### src/rtl/wdog_pkg.sv
package wdog_pkg;
  localparam logic [7:0] OFS_KICK   = 8'h00;
  localparam logic [7:0] OFS_STAT1  = 8'h04;
  localparam logic [7:0] OFS_STAT2  = 8'h06;
  localparam logic [7:0] OFS_CTRL   = 8'h08;
  localparam logic [7:0] OFS_START  = 8'h12;

  localparam int BIT_FIRST   = 3;   // status1
  localparam int BIT_SECOND  = 1;   // status2
  localparam int BIT_BOOT    = 2;   // status2
  localparam int BIT_HALT    = 11;  // control
  localparam int BIT_NOBOOT  = 0;   // control

  localparam int START_MIN   = 4;

  typedef struct packed {
    logic first;
    logic second;
    logic boot;
  } wdog_flags_t;
endpackage

### src/rtl/wdog_tick_gen.sv
module wdog_tick_gen #(
  parameter int PRESCALE = 60_000_000
) (
  input  logic clk,
  input  logic rst_n,
  input  logic run,
  input  logic restart,
  output logic tick
);
  generate
    if (PRESCALE <= 1) begin : g_direct
      assign tick = run && !restart;
    end else begin : g_div
      localparam int PW = $clog2(PRESCALE);
      localparam logic [PW-1:0] LAST = PW'(PRESCALE - 1);
      logic [PW-1:0] phase_q, phase_d;
      logic          wrap;

      assign wrap = (phase_q == LAST);
      assign tick = run && !restart && wrap;

      always_comb begin
        phase_d = phase_q;
        if (restart || !run)  phase_d = '0;
        else if (wrap)        phase_d = '0;
        else                  phase_d = phase_q + 1'b1;
      end

      always_ff @(posedge clk or negedge rst_n) begin
        if (!rst_n) phase_q <= '0;
        else        phase_q <= phase_d;
      end
    end
  endgenerate
endmodule

### src/rtl/wdog_down_counter.sv
module wdog_down_counter #(
  parameter int CNT_W = 10,
  parameter logic [CNT_W-1:0] RST_VAL = CNT_W'(4)
) (
  input  logic             clk,
  input  logic             rst_n,
  input  logic             tick,
  input  logic             reload,
  input  logic [CNT_W-1:0] load_val,
  output logic [CNT_W-1:0] count,
  output logic             expire
);
  logic [CNT_W-1:0] cnt_q, cnt_d;
  logic             at_zero;

  assign at_zero = (cnt_q == '0);
  assign expire  = tick && at_zero && !reload;
  assign count   = cnt_q;

  always_comb begin
    cnt_d = cnt_q;
    if (reload)       cnt_d = load_val;
    else if (tick) begin
      if (at_zero)    cnt_d = load_val;
      else            cnt_d = cnt_q - 1'b1;
    end
  end

  always_ff @(posedge clk or negedge rst_n) begin
    if (!rst_n) cnt_q <= RST_VAL;
    else        cnt_q <= cnt_d;
  end
endmodule

### src/rtl/wdog_stage_ctl.sv
module wdog_stage_ctl
  import wdog_pkg::*;
(
  input  logic        clk,
  input  logic        rst_n,
  input  logic        expire,
  input  logic        no_reboot,
  input  logic        clr_first,
  input  logic        clr_second,
  input  logic        clr_boot,
  output wdog_flags_t flags,
  output logic        rst_req
);
  wdog_flags_t fl_q, fl_d;
  logic        req_q, req_d;

  always_comb begin
    fl_d  = fl_q;
    req_d = 1'b0;
    if (clr_first)  fl_d.first  = 1'b0;
    if (clr_second) fl_d.second = 1'b0;
    if (clr_boot)   fl_d.boot   = 1'b0;
    if (expire) begin
      if (fl_q.first) begin
        fl_d.second = 1'b1;
        if (fl_q.second) fl_d.boot = 1'b1;
        req_d = !no_reboot;
      end else begin
        fl_d.first = 1'b1;
      end
    end
  end

  always_ff @(posedge clk or negedge rst_n) begin
    if (!rst_n) begin
      fl_q  <= '0;
      req_q <= 1'b0;
    end else begin
      fl_q  <= fl_d;
      req_q <= req_d;
    end
  end

  assign flags   = fl_q;
  assign rst_req = req_q;
endmodule

### src/rtl/wdog_two_stage.sv
module wdog_two_stage
  import wdog_pkg::*;
#(
  parameter int PRESCALE     = 60_000_000,
  parameter int CNT_W        = 10,
  parameter int DATA_W       = 16,
  parameter int ADDR_W       = 8,
  parameter int INIT_DEFAULT = 30
) (
  input  logic              clk,
  input  logic              rst_n,
  input  logic [ADDR_W-1:0] bus_addr,
  input  logic              bus_wr,
  input  logic [DATA_W-1:0] bus_wdata,
  output logic [DATA_W-1:0] bus_rdata,
  output logic              rst_req
);
  localparam int HI_W = DATA_W - CNT_W;
  localparam logic [CNT_W-1:0] START_RST = CNT_W'(INIT_DEFAULT);

  // reset synchronizer: async assert, sync release
  logic [1:0] rsync_q;
  logic       core_rst_n;
  always_ff @(posedge clk or negedge rst_n) begin
    if (!rst_n) rsync_q <= 2'b00;
    else        rsync_q <= {rsync_q[0], 1'b1};
  end
  assign core_rst_n = rsync_q[1];

  // write decode
  logic wr_kick, wr_stat1, wr_stat2, wr_ctrl, wr_start;
  assign wr_kick  = bus_wr && (bus_addr == ADDR_W'(OFS_KICK));
  assign wr_stat1 = bus_wr && (bus_addr == ADDR_W'(OFS_STAT1));
  assign wr_stat2 = bus_wr && (bus_addr == ADDR_W'(OFS_STAT2));
  assign wr_ctrl  = bus_wr && (bus_addr == ADDR_W'(OFS_CTRL));
  assign wr_start = bus_wr && (bus_addr == ADDR_W'(OFS_START));

  // control and start-value storage
  logic             ctrl_halt_q, ctrl_halt_d;
  logic             ctrl_noboot_q, ctrl_noboot_d;
  logic [CNT_W-1:0] start_q, start_d;
  logic [HI_W-1:0]  start_hi_q, start_hi_d;
  logic             start_ok;

  assign start_ok = (bus_wdata[CNT_W-1:0] >= CNT_W'(START_MIN));

  always_comb begin
    ctrl_halt_d   = ctrl_halt_q;
    ctrl_noboot_d = ctrl_noboot_q;
    start_d       = start_q;
    start_hi_d    = start_hi_q;
    if (wr_ctrl) begin
      ctrl_halt_d   = bus_wdata[BIT_HALT];
      ctrl_noboot_d = bus_wdata[BIT_NOBOOT];
    end
    if (wr_start) begin
      start_hi_d = bus_wdata[DATA_W-1:CNT_W];
      if (start_ok) start_d = bus_wdata[CNT_W-1:0];
    end
  end

  always_ff @(posedge clk or negedge core_rst_n) begin
    if (!core_rst_n) begin
      ctrl_halt_q   <= 1'b1;
      ctrl_noboot_q <= 1'b1;
      start_q       <= START_RST;
      start_hi_q    <= '0;
    end else begin
      ctrl_halt_q   <= ctrl_halt_d;
      ctrl_noboot_q <= ctrl_noboot_d;
      start_q       <= start_d;
      start_hi_q    <= start_hi_d;
    end
  end

  // datapath
  logic             tick;
  logic             expire;
  logic [CNT_W-1:0] count_val;
  wdog_flags_t      flags;

  wdog_tick_gen #(.PRESCALE(PRESCALE)) u_tick (
    .clk     (clk),
    .rst_n   (core_rst_n),
    .run     (!ctrl_halt_q),
    .restart (wr_kick),
    .tick    (tick)
  );

  wdog_down_counter #(.CNT_W(CNT_W), .RST_VAL(START_RST)) u_cnt (
    .clk      (clk),
    .rst_n    (core_rst_n),
    .tick     (tick),
    .reload   (wr_kick),
    .load_val (start_q),
    .count    (count_val),
    .expire   (expire)
  );

  wdog_stage_ctl u_stage (
    .clk        (clk),
    .rst_n      (core_rst_n),
    .expire     (expire),
    .no_reboot  (ctrl_noboot_q),
    .clr_first  (wr_stat1 && bus_wdata[BIT_FIRST]),
    .clr_second (wr_stat2 && bus_wdata[BIT_SECOND]),
    .clr_boot   (wr_stat2 && bus_wdata[BIT_BOOT]),
    .flags      (flags),
    .rst_req    (rst_req)
  );

  // read mux
  always_comb begin
    bus_rdata = '0;
    unique case (bus_addr)
      ADDR_W'(OFS_KICK):  bus_rdata[CNT_W-1:0] = count_val;
      ADDR_W'(OFS_STAT1): bus_rdata[BIT_FIRST] = flags.first;
      ADDR_W'(OFS_STAT2): begin
        bus_rdata[BIT_SECOND] = flags.second;
        bus_rdata[BIT_BOOT]   = flags.boot;
      end
      ADDR_W'(OFS_CTRL): begin
        bus_rdata[BIT_HALT]   = ctrl_halt_q;
        bus_rdata[BIT_NOBOOT] = ctrl_noboot_q;
      end
      ADDR_W'(OFS_START): bus_rdata = {start_hi_q, start_q};
      default:            bus_rdata = '0;
    endcase
  end
endmodule

### config.mk
export PLATFORM = sky130hd
export DESIGN_NAME = wdog_two_stage
export DESIGN_NICKNAME = d
export VERILOG_FILES = /design/src/rtl/wdog_pkg.sv /design/src/rtl/wdog_tick_gen.sv /design/src/rtl/wdog_down_counter.sv /design/src/rtl/wdog_stage_ctl.sv /design/src/rtl/wdog_two_stage.sv
export SDC_FILE = /design/constraint.sdc
export NUM_CORES = 1
export LEC_CHECK = 0
export BUFFER_PORTS_ARGS = -buffer_cell sky130_fd_sc_hd__buf_4
export CAP_MARGIN = 5
export CORE_MARGIN = 10
export CORE_UTILIZATION = 55
export CTS_BUF_LIST = sky130_fd_sc_hd__clkbuf_16
export CTS_CLUSTER_SIZE = 12
export DETAILED_ROUTE_END_ITERATION = 10
export GPL_ROUTABILITY_DRIVEN = 0
export HOLD_SLACK_MARGIN = 0.08
export PLACE_DENSITY = 0.82
export SETUP_SLACK_MARGIN = 0.3
export SYNTH_ARGS = -nofsm -noshare
export SYNTH_HDL_FRONTEND = slang
export SYNTH_HIERARCHICAL = 1
export SYNTH_SLANG_ARGS = --single-unit
### constraint.sdc
create_clock -name clk -period 3.7 [get_ports clk]
set_input_delay 0.74 -clock clk [delete_from_list [all_inputs] [get_ports clk]]
set_output_delay 0.74 -clock clk [all_outputs]
set_load 0.01 [all_outputs]
After elaboration in Yosys (flattened, before gate mapping)
Index checks and enable logic that the tools add are counted.
{"block": "totals", "reg_bits": 60, "output_inout_bits": 17, "word_cells": 60}
{"block": "classes", "addsub": 2, "order_cmp": 1, "eq_ne": 5, "muxes": 21, "reduce_logical": 20}
{"cell": "2-to-1 mux 26 bit", "count": 2}
{"cell": "2-to-1 mux 10 bit", "count": 3}
{"cell": "adder 26 x 1 -> 26 bit, second input constant", "count": 1}
{"cell": "equality test 26 bit, second input constant", "count": 1}
{"cell": "equality test 8 x 3 -> 1 bit, second input constant", "count": 2}
{"cell": "logical AND 1 bit", "count": 12}
{"cell": "one-hot mux 6 bit (2 select lines)", "count": 1}
{"cell": ">= comparator 10 x 3 -> 1 bit, second input constant", "count": 1}
{"cell": "zero test 10 bit", "count": 1}
{"cell": "subtractor 10 x 1 -> 10 bit, second input constant", "count": 1}
{"cell": "equality test 8 x 4 -> 1 bit, second input constant", "count": 1}
{"cell": "equality test 8 x 5 -> 1 bit, second input constant", "count": 1}
{"cell": "zero test 8 bit", "count": 1}
{"cell": "2-to-1 mux 1 bit", "count": 8}
{"cell": "one-hot mux 1 bit (3 select lines)", "count": 2}
{"cell": "one-hot mux 2 bit (3 select lines)", "count": 1}
{"cell": "2-to-1 mux 4 bit", "count": 1}
{"cell": "zero test 1 bit", "count": 3}
{"cell": "2-to-1 mux 3 bit", "count": 1}
{"cell": "2-to-1 mux 2 bit", "count": 1}
{"cell": "one-hot mux 1 bit (2 select lines)", "count": 1}
{"cell": "AND reduction 2 bit", "count": 1}
{"cell": "nonzero test 2 bit", "count": 1}
{"cell": "logical OR 1 bit", "count": 1}

Depth between registers and ports, before layout
{"block": "logic_depth", "depth_word": 8, "mapped_depth": 10, "mapped_depth_nobuf": 9}

Modules after synthesis
Netlist, hierarchy kept.
{"mod": "wdog_tick_gen", "n_inst": 1, "cells_each": 151, "area_per_inst_um2": 1415.1, "seq_area_each_um2": 650.6}
{"mod": "wdog_two_stage", "n_inst": 1, "cells_each": 87, "area_per_inst_um2": 1057.3, "seq_area_each_um2": 508.0}
{"mod": "wdog_down_counter", "n_inst": 1, "cells_each": 70, "area_per_inst_um2": 706.9, "seq_area_each_um2": 255.2}
{"mod": "wdog_stage_ctl", "n_inst": 1, "cells_each": 12, "area_per_inst_um2": 141.4, "seq_area_each_um2": 100.1}

Worst setup path before layout
OpenSTA, ideal clock, no wires.
{"block": "synth_path", "kind": "input to register", "start": "input bus_addr[5]", "end": "register u_cnt.cnt_q[8], in the netlist u_cnt/count[8]", "setup_time_ps": 123, "t_arrival_ps": 2882, "required_ps": 3577, "path_slack_ps": 696, "stages": 9, "cell_sequence": "or4_4 nor4b_2 buf_4 and2_1 nand2b_1 nor2_1 and4_1 o22a_1 o221a_2"}
{"block": "synth_via", "elab_chain_cells": 6, "elab_cells_between_ends": 7, "classes_between": "1 x mux; 6 x reduce/logical"}
{"item": "start: declaration", "line": "wdog_two_stage.sv:12", "source": "input logic [ADDR_W-1:0] bus_addr,"}
{"item": "zero test 8 bit", "line": "wdog_two_stage.sv:32", "source": "assign wr_kick = bus_wr && (bus_addr == ADDR_W'(OFS_KICK));"}
{"item": "logical AND 1 bit", "line": "wdog_two_stage.sv:32"}
{"item": "net wr_kick", "line": "wdog_two_stage.sv:31", "source": "logic wr_kick, wr_stat1, wr_stat2, wr_ctrl, wr_start;"}
{"item": "zero test 1 bit", "line": "wdog_tick_gen.sv:20", "source": "assign tick = run && !restart && wrap;"}
{"item": "logical AND 1 bit (2 in a row)", "line": "wdog_tick_gen.sv:20"}
{"item": "net tick", "line": "wdog_two_stage.sv:77", "source": "logic tick;"}
{"item": "nonzero test 2 bit (no line)"}
{"item": "end signal: assignment", "line": "wdog_down_counter.sv:31", "source": "else cnt_q <= cnt_d;"}
{"item": "end: declaration", "line": "wdog_down_counter.sv:13", "source": "logic [CNT_W-1:0] cnt_q, cnt_d;"}
The timed path passes the listed nets, and every way through them passes these cells.
A chain may end at the register's enable or synchronous reset.

Final worst setup path
{"block": "layout_path", "start": "input bus_addr[5]", "end": "output bus_rdata[2]"}
{"block": "layout_via", "elab_chain_cells": 2, "elab_cells_between_ends": 4, "classes_between": "2 x eq/ne; 1 x mux; 1 x reduce/logical"}
{"item": "equality test 8 x 5 -> 1 bit (tied with other cells)", "line": "wdog_two_stage.sv:115", "source": "unique case (bus_addr)"}
{"item": "one-hot mux 2 bit (3 select lines) (*)", "line": "wdog_two_stage.sv:115"}
{"item": "end: declaration", "line": "wdog_two_stage.sv:15", "source": "output logic [DATA_W-1:0] bus_rdata,"}
Mark *: on every way between the ends. The rest lies on a longest branch, timed or not.

==> results.sh <==
export IMPL_rsz0062_at_grt="no"
export IMPL_synth_area_mm2=0.00332
export IMPL_die_w_um=97.7
export IMPL_hp_class="in2async"
export IMPL_ys_ff_latch=60
export IMPL_ys_top_cells_by_area="dfrtp_1, dfstp_2, mux2_1"
export IMPL_track_usage=0.167
export IMPL_critPathCaptureType="output port"
export IMPL_fin_crit_sh=0.809
export IMPL_cts_hold_buf=0
export IMPL_fin_crit_ps=2990
export IMPL_nets=397
export IMPL_postSynthCellCount=320
export IMPL_synth_seq_area_share=0.456
export IMPL_yosys_warnings=6
export IMPL_vias=2747
export IMPL_tns_ps=0
export IMPL_core_mm2=0.00589
export IMPL_slew_headroom=0.485
export IMPL_antenna_left=0
export IMPL_outcome="finished, final reports clean"
export IMPL_synthSimpleGateAreaFrac=0.254
export IMPL_synth_distinct_cells=66
export IMPL_worstPathArrival_ps=2250
export IMPL_clock_skew_ps=8.35
export IMPL_synth_edf_count=0
export IMPL_finalWirelength_um=7820
export IMPL_regArea_mm2=0.00152
export IMPL_required_ps=2960
export IMPL_use_met1=0.209
export IMPL_fillers=449
export IMPL_drv_cap=0
export IMPL_setup_slack_ps=706
export IMPL_pwr_share_comb=0.114
export IMPL_synth_common_cells="dfrtp_1, nand2_1, nor2_1"
export IMPL_synth_adder_area_share=0.0113
export IMPL_io_buffers=43
export IMPL_grtUsageMet3=0.0462
export IMPL_switchingPower_mw=0.442
export IMPL_hold_ws_ps=196
export IMPL_cts_buffers_inserted=9
export IMPL_placed_area_mm2=0.00369
export IMPL_cts_root_buf="clkbuf_16"
export IMPL_power_density_mw_per_mm2=427
export IMPL_antenna_found_initial=0
export IMPL_cts_resized=0
export IMPL_synth_compound_area_frac=0.142
export IMPL_vias_per_cell=6.15
export IMPL_cts_buffer_depth=2
export IMPL_fmax_ghz=0.334
export IMPL_grt_pass1_vias=2759
export IMPL_syn_to_final_growth_pct=18.7
export IMPL_multiInputGateArea_mm2=0.00167
export IMPL_synth_largest_area_cell="dfrtp_1"
export IMPL_path_clk_slew_ps=50
export IMPL_synth_xor_area_share=0.0343
export IMPL_finalMaxSlewViolations=0
export IMPL_remaining_drc_errors=0
export IMPL_synth_mux_area_frac=0.0607
export IMPL_ir_drop_mv=0.336
export IMPL_dieArea_mm2=0.00955
export IMPL_finish_instance_area_mm2=0.00394
export IMPL_p_clk_frac=0.416
export IMPL_worst_pin_slew_ps=773
export IMPL_clock_latency_ps=320
export IMPL_swShare=0.263
export IMPL_use_met2=0.263
export IMPL_top_usage_layer="met2"
export IMPL_syn_num_nets=350
export IMPL_dp_hpwl_um=5640
export IMPL_place_ws_ps=616
export IMPL_finalSetupViolCount=0
export IMPL_grt_pass1_wl_um=13400
export IMPL_post_cts_buffers=0
export IMPL_worstSetupStartpointType="primary input"
export IMPL_die_height_um=97.7
export IMPL_start_util=0.564
export IMPL_finalHoldViolCount=0
export IMPL_internal_power_mw=1.24
export IMPL_synthArstFlopShare=1.00
export IMPL_p_leak_nw=1.80
export IMPL_io_pins=44
export IMPL_post_drt_wl_per_cell_um=17.5
export IMPL_worst_setup_path_type="in2out"
export IMPL_clock_sinks=60
export IMPL_drt_iter0_drc=158
export IMPL_drive_gt1_frac=0.234
export IMPL_diodes=0
export IMPL_grt_max_degree=35
export IMPL_num_rows=28
export IMPL_htreeDepth=3
export IMPL_worstPathMaxFanout=10
export IMPL_synth_top_family_by_area="simple AND/OR/NAND/NOR gates"
export IMPL_yosys_area_top_type_share=0.377
export IMPL_avgSynthCellArea_um2=10.4
export IMPL_grt_remaining_overflow=0
export IMPL_drt_pass1_iterations=5
export IMPL_yosysMostFrequentCell="dfrtp_1"
export IMPL_cts_tree="built"
export IMPL_p_seq_frac=0.470
export IMPL_ys_flop_type="dfrtp_1"
[metal layers]
layer  up-vias  share of wire
li1       1288              -
met1      1357           0.43
met2        92           0.50
met3        10          0.057
met4         0          0.016
met5         -              0
[power by group through the flow]
stage,registers (mW),clock network (mW),logic [mW]
6_report,0.791,0.700,0.191
5_1_grt,0.802,0.754,0.214
4_1_cts,0.790,0.713,0.191
3_5_place_dp,0.800,0,0.188
3_3_place_gp,0.795,0,0.182
2_1_floorplan,0.785,0,0.133
[critical path, stage by stage]
cell	delay, ps
buf_4	110
or4_4	560
nor4b_2	290
buf_4	230
a222oi_1	100
inv_1	110
buf_4	120
[layout make-up]
type,instances,area share
Tap cell,75,0.0238
Clock inverter,7,0.00730
Multi-Input combinational cell,235,0.424
Timing Repair Buffer,47,0.0895
Inverter,14,0.0133
Clock buffer,9,0.0571
Sequential cell,60,0.384
[cells by family (layout without fill, tap and decap cells)]
group                    after synthesis  after routing
AND/OR/NAND/NOR                      136            136
AO/OA/AOI/OAI                         64             64
flip-flops                            60             60
buffers and inverters                 25             77
multiplexers                          18             18
XOR/XNOR                              13             13
adder cells (fa/ha/maj)                3              3
other                                  1              1
[stage by stage]
stage	std cells	total power, mW	utilization
2_1_floorplan	320	0.918	-
3_3_place_gp	431	0.977	0.626
3_5_place_dp	431	0.988	0.626
4_1_cts	447	1.69	0.670
5_1_grt	447	1.77	0.670
6_report	447	1.68	0.670
[cell usage in the layout (no fill, tap or decap), types with 2 or more instances in the layout]
cell type,Yosys,final
dfrtp_1,50,49
buf_4,2,47
nor2_1,23,23
nand2_1,23,23
inv_1,14,18
a21oi_1,18,18
mux2_1,17,17
nand3_1,13,13
nand4_1,12,12
and3_1,10,10
dfstp_2,10,10
and2_1,9,9
clkbuf_16,0,9
xor2_1,8,8
a22o_1,7,7
o21ai_0,7,7
and4_1,6,6
or4_1,6,6
or3_1,6,6
nor4_1,5,5
xnor2_1,5,5
o31ai_1,5,5
o22a_1,4,4
a22oi_1,3,3
ha_1,3,3
nor3_1,2,2
nand2b_1,2,2
nor4_4,2,2
clkinv_2,0,2
nor3_2,2,2
a31oi_1,2,2
o22ai_1,2,2
[worst paths after layout]
check	to	start	depth (start not counted)	slack [ps]
worst max-delay path	bus_rdata[2]	bus_addr[5]	7	710
worst min-delay path	rsync_q[1]$_DFF_PN0_	rst_n	1	200
max in group asynchronous	u_tick/g_div.phase_q[1]$_DFF_PN0_	rsync_q[1]$_DFF_PN0_	1	2580
worst max register to register	u_cnt/count[0]$_DFFE_PN0P_	u_tick/g_div.phase_q[18]$_DFF_PN0_	9	990
worst min register to register	start_q[7]$_DFFE_PN0P_	rsync_q[1]$_DFF_PN0_	0	330
min in group clk	rsync_q[1]$_DFF_PN0_	rsync_q[0]$_DFF_PN0_	0	350
[registers in the layout, indices dropped and copies added (netlist names)]
signal	count
u_stage/flags	3
rsync_q	2
ctrl_halt_q	1
start_q	10
u_cnt/count	10
u_tick/g_div.phase_q	26
start_hi_q	6
ctrl_noboot_q	1
u_stage/rst_req	1
Note: power is estimated with default switching activity, not from simulation.
